## src/rtl/clkmul_seq.sv

```systemverilog
module clkmul_seq #(
  parameter int ADDR_W        = 4,
  parameter int REG_ADDR      = 0,
  parameter int SETTLE_CYCLES = 64,
  parameter int LOCK_TIMEOUT  = 1024
) (
  input  logic              clk,
  input  logic              rst_n,
  input  logic [ADDR_W-1:0] bus_addr,
  input  logic              bus_we,
  input  logic [7:0]        bus_wdata,
  output logic [7:0]        bus_rdata,
  input  logic              start,
  input  logic              lock_in,
  output logic              mul_en,
  output logic              mul_init,
  output logic              mul_src,
  output logic              seq_err,
  output logic [2:0]        auto_state
);
  localparam int SW = $clog2(SETTLE_CYCLES + 1);
  localparam int TW = $clog2(LOCK_TIMEOUT + 1);

  typedef enum logic [2:0] {
    S_IDLE, S_ENABLE, S_SETTLE, S_INIT, S_WAIT, S_DONE, S_TIMEOUT
  } st_t;

  st_t st;
  logic en_q, init_q, src_q, err_q, lock_s1, lock_s2;
  logic [SW-1:0] settle_cnt;
  logic [TW-1:0] wait_cnt;

  logic busy, hit, wr, settled, rdy, src_flip, init_ok, init_bad, err_clr;

  assign busy     = (st == S_ENABLE) || (st == S_SETTLE) || (st == S_INIT) || (st == S_WAIT);
  assign hit      = bus_addr == ADDR_W'(REG_ADDR);
  assign wr       = bus_we && hit && !busy;
  assign settled  = settle_cnt == SW'(SETTLE_CYCLES);
  assign rdy      = en_q && init_q && lock_s2;
  assign src_flip = wr && en_q && (bus_wdata[0] != src_q);
  assign init_ok  = bus_wdata[6] && bus_wdata[7] && en_q && settled && !src_flip;
  assign init_bad = wr && bus_wdata[6] && !init_ok;
  assign err_clr  = wr && !bus_wdata[7] && !bus_wdata[6];

  assign bus_rdata  = hit ? {en_q, init_q, rdy, 4'b0000, src_q} : 8'h00;
  assign mul_en     = en_q;
  assign mul_init   = init_q;
  assign mul_src    = src_q;
  assign seq_err    = err_q;
  assign auto_state = st;

  always_ff @(posedge clk) begin
    if (!rst_n) begin
      lock_s1 <= 1'b0;
      lock_s2 <= 1'b0;
    end else begin
      lock_s1 <= lock_in;
      lock_s2 <= lock_s1;
    end
  end

  always_ff @(posedge clk) begin
    if (!rst_n || !en_q || src_flip) settle_cnt <= '0;
    else if (!settled)               settle_cnt <= settle_cnt + 1'b1;
  end

  always_ff @(posedge clk) begin
    if (!rst_n) err_q <= 1'b0;
    else if (init_bad) err_q <= 1'b1;
    else if (err_clr)  err_q <= 1'b0;
  end

  always_ff @(posedge clk) begin
    if (!rst_n) begin
      en_q     <= 1'b0;
      init_q   <= 1'b0;
      src_q    <= 1'b0;
      st       <= S_IDLE;
      wait_cnt <= '0;
    end else begin
      if (wr) begin
        en_q   <= bus_wdata[7];
        src_q  <= bus_wdata[0];
        init_q <= wr && init_ok;
      end
      case (st)
        S_IDLE, S_DONE, S_TIMEOUT:
          if (start) begin
            en_q   <= 1'b0;
            init_q <= 1'b0;
            st     <= S_ENABLE;
          end
        S_ENABLE: begin
          en_q <= 1'b1;
          st   <= S_SETTLE;
        end
        S_SETTLE:
          if (settled) st <= S_INIT;
        S_INIT: begin
          init_q   <= 1'b1;
          wait_cnt <= '0;
          st       <= S_WAIT;
        end
        S_WAIT:
          if (rdy) st <= S_DONE;
          else if (wait_cnt == TW'(LOCK_TIMEOUT - 1)) st <= S_TIMEOUT;
          else wait_cnt <= wait_cnt + 1'b1;
        default: st <= S_IDLE;
      endcase
    end
  end
endmodule

```

## config.mk

```make
export PLATFORM = sky130hd
export DESIGN_NAME = clkmul_seq
export DESIGN_NICKNAME = d
export VERILOG_FILES = /design/src/rtl/clkmul_seq.sv
export SDC_FILE = /design/constraint.sdc
export NUM_CORES = 1
export LEC_CHECK = 0
export BUFFER_PORTS_ARGS = -buffer_cell sky130_fd_sc_hd__buf_2
export CAP_MARGIN = 20
export CORE_MARGIN = 8
export CORE_UTILIZATION = 30
export DETAILED_ROUTE_END_ITERATION = 12
export SKIP_LAST_GASP = 1
export SLEW_MARGIN = 30
export SYNTH_ARGS = -nofsm -noshare
export SYNTH_HDL_FRONTEND = slang
export SYNTH_SLANG_ARGS = --single-unit
```

## constraint.sdc

```tcl
create_clock -name clk -period 1.7 [get_ports clk]
set_input_delay 0 -clock clk [delete_from_list [all_inputs] [get_ports clk]]
set_output_delay 0 -clock clk [all_outputs]
set_load 0.02 [all_outputs]
```

==> run metrics <==
status finished with violations; failing checks negative setup slack; most frequent cells in the layout 30 x buf_4, 23 x nor2_1, 22 x buf_2; largest net degree at the start of global routing 16; vias in the first global route around 1200; clk buf depth 2; drt first pass iters 4; DPL Wire Length between 2000 and 3000 µm; diodes inserted 0; gr usage total between 9 and 10%; Clk pwr share 19.1%; final net count 246; launching point of the worst reg2reg path settle_cnt[1]; global-route wire length before repair ~5700 µm; clock latency on the worst-skew pair around 0.27 ns; Yosys top cell by area dfxtp_1; Die Y-Extent around 84 µm; fmax 579.1 MHz; Finished Layout Cells 277; Mapped Area 1389 µm²; Hold Crit Class primary input to flop; clk root buf clkbuf_8; DRT iter0 DRCs 101; crit path cell chain inv_2 > ha_4 > nor4b_4 > nand2_1 > a222oi_1 > buf_4 > o21ai_2 > a221oi_2; worst path bufs/invs 2; total grt overflow 0; Initial Util 31.46%; Clock Skew about 0.006 ns; Die W between 80 and 90 µm; worst setup path startpoint settle_cnt[1]; Seq/Total Area, Yosys 38.92%; average via count per standard cell 4.715; total routed wirelength 3252 µm; worst vdd ir 0.3893 mV; Crit. End Element flop; Cell Pwr Density 995.9 nW/µm²; unrepaired setup endpoints after global routing yes; Avg Inst Size Synth 8.122 µm²; synthesized flop and latch total 27; Max-Cap Viols 0; Slew Viols, Final 0; Final WS setup -0.02669 ns; net switching power figure 0.0006554 W; clock slew at reported path FFs ~0.09 ns; share of layout cells above drive strength 1 between 30% and 40%; post-synth top area share 38.92%; row cnt 24; io pins 32; Period minus WS final between 1.5 and 2 ns; part of the power in registers 40.1%; top cells by area, synth dfxtp_1 39%, nor2_1 6.2%, a21oi_1 5.0%; Slowest cell on crit path dfxtp_2; Die ar. 7063 µm²; CTS H-Tree Depth 1; Worst Setup Path Type flop to flop; initial antenna violation count 0; Gate Count Post-Synth 171; commonest non-fill, non-tap cell in the layout buf_4; Hold Violations, Final 0; overall power 0.001873 W; Sw Share about a third; WP data arrival around 1.9 ns; DRT antenna net count 0; DP Cell Count between 200 and 300; final worst-path cycle share 101.6%; CTS tree yes; core footprint about 4400 µm²; CP Max Fanout 3; Top delay family on crit path compound AO/OA/AOI/OAI gates; Residual DRC 0; Critical Path RT roughly 1.9 ns; DR WL/cell 11.74 µm; crit-path max cell delay 0.33 ns; startpoint types flop; Vias 1306; CTS Buf Count 3; final setup vio count 2; Synth Warn # 0; Num Clock Sinks 27; library cells used by synthesis 41; Power Internal 0.001217 W; Area Overhead vs Synth 35.41%; PortBufs 22; Combinational Power Share 40.7%; Leakage 0.7894 nW; RePlAce Congestion 0.8000; hold path start rst_n
[through the flow]
step	setup TNS (ns)	utilization [%]	hold slack, ns	worst slack, ns	cell area, µm²
after floorplan	0	-	0.1217	0.00002665	1418
after global placement	0	39.71	0.2235	0.06980	1753
after detailed placement	-0.008680	39.71	0.2269	-0.008680	1753
after CTS	0	41.64	0.007741	0.003454	1838
after global routing	-0.2017	42.60	0.02278	-0.1129	1881
final	-0.03787	42.60	0.01439	-0.02669	1881
[final cells by class]
cell class | instances | area, µm²
timing repair buffer | 55 | 365.4
inverter | 7 | 26.28
clock buffer | 3 | 41.29
fill | 429 | 2534
clock inverter | 1 | 5.005
sequential | 27 | 551.8
tap | 52 | 65.06
multi-input combinational | 132 | 825.8
[Yosys cell counts]
| library cell | count |
|---|---|
| or4_1 | 1 |
| nor2b_1 | 1 |
| mux2_2 | 1 |
| and3_1 | 2 |
| a211oi_1 | 1 |
| inv_1 | 6 |
| ha_1 | 3 |
| nand4_1 | 2 |
| conb_1 | 1 |
| dfxtp_1 | 27 |
| o21ai_0 | 9 |
| o21a_1 | 2 |
| mux2i_1 | 3 |
| o21ai_1 | 1 |
| nor2_1 | 23 |
| nand4b_1 | 2 |
| nor4b_2 | 1 |
| a31oi_1 | 1 |
| a222oi_1 | 1 |
| nor3_1 | 2 |
| clkinv_1 | 1 |
| a21boi_1 | 1 |
| and2_1 | 6 |
| xor2_1 | 5 |
| nand3_1 | 8 |
| xnor2_1 | 6 |
| and4_4 | 1 |
| clkbuf_1 | 1 |
| a21o_1 | 1 |
| a21oi_1 | 14 |
| o2111ai_1 | 1 |
| a221oi_1 | 1 |
| or3_1 | 5 |
| a32oi_1 | 1 |
| nand3b_1 | 1 |
| buf_4 | 4 |
| and4_1 | 2 |
| buf_2 | 3 |
| nor4_1 | 1 |
| nand2_1 | 16 |
| o211ai_1 | 2 |
[what timing repair did]
action                     in CTS  in global routing
hold buffers                    3                  0
hold endpoints to repair        3                  0
setup endpoints to repair       1                 14
pin swaps                       0                  4
setup buffers                   0                  1
gates resized for setup         1                 11
[kinds of logic after synthesis]
logic type / count (synthesis) / synth area share (%)
simple gates: 74 / 27.30
compound gates: 36 / 15.50
flops: 27 / 38.92
buf+inv: 15 / 5.405
xor+xnor: 11 / 6.937
mux: 4 / 2.973
fa+ha+maj: 3 / 2.703
other cells: 1 / 0.2700
[flip-flops by register name, indices dropped and copies added (netlist names)]
signal      count
wait_cnt       11
settle_cnt      7
auto_state      3
lock_s1         1
lock_s2         1
mul_en          1
mul_init        1
mul_src         1
seq_err         1
[path summary, 6_finish.rpt]
| check | end | slack [ns] | depth (start not counted) |
|---|---|---|---|
| worst min-delay path | lock_s2 | 0.01 | 2 |
| worst max register to register | auto_state[1] | -0.03 | 8 |
| worst min register to register | lock_s2 | 0.44 | 1 |
| worst max-delay path | auto_state[1] | -0.03 | 8 |
[power groups by stage]
| stage | sequential (W) | combinational, W | clock, W |
|---|---|---|---|
| finish | 0.000752 | 0.000763 | 0.000358 |
| global route | 0.000761 | 0.000834 | 0.000415 |
| CTS | 0.000747 | 0.000713 | 0.000373 |
| detailed placement | 0.000761 | 0.000701 | 0 |
| global placement | 0.000760 | 0.000701 | 0 |
| floorplan | 0.000803 | 0.000393 | 0 |
[routing by layer]
layer | share of wire, % | global-route usage, %
met2 | 45 | 14.07
met3 | 4.6 | 2.246
met4 | 0.83 | 2.826
met1 | 49 | 11.98
met5 | 0 | 0
Note: power is estimated with default switching activity, not from simulation.
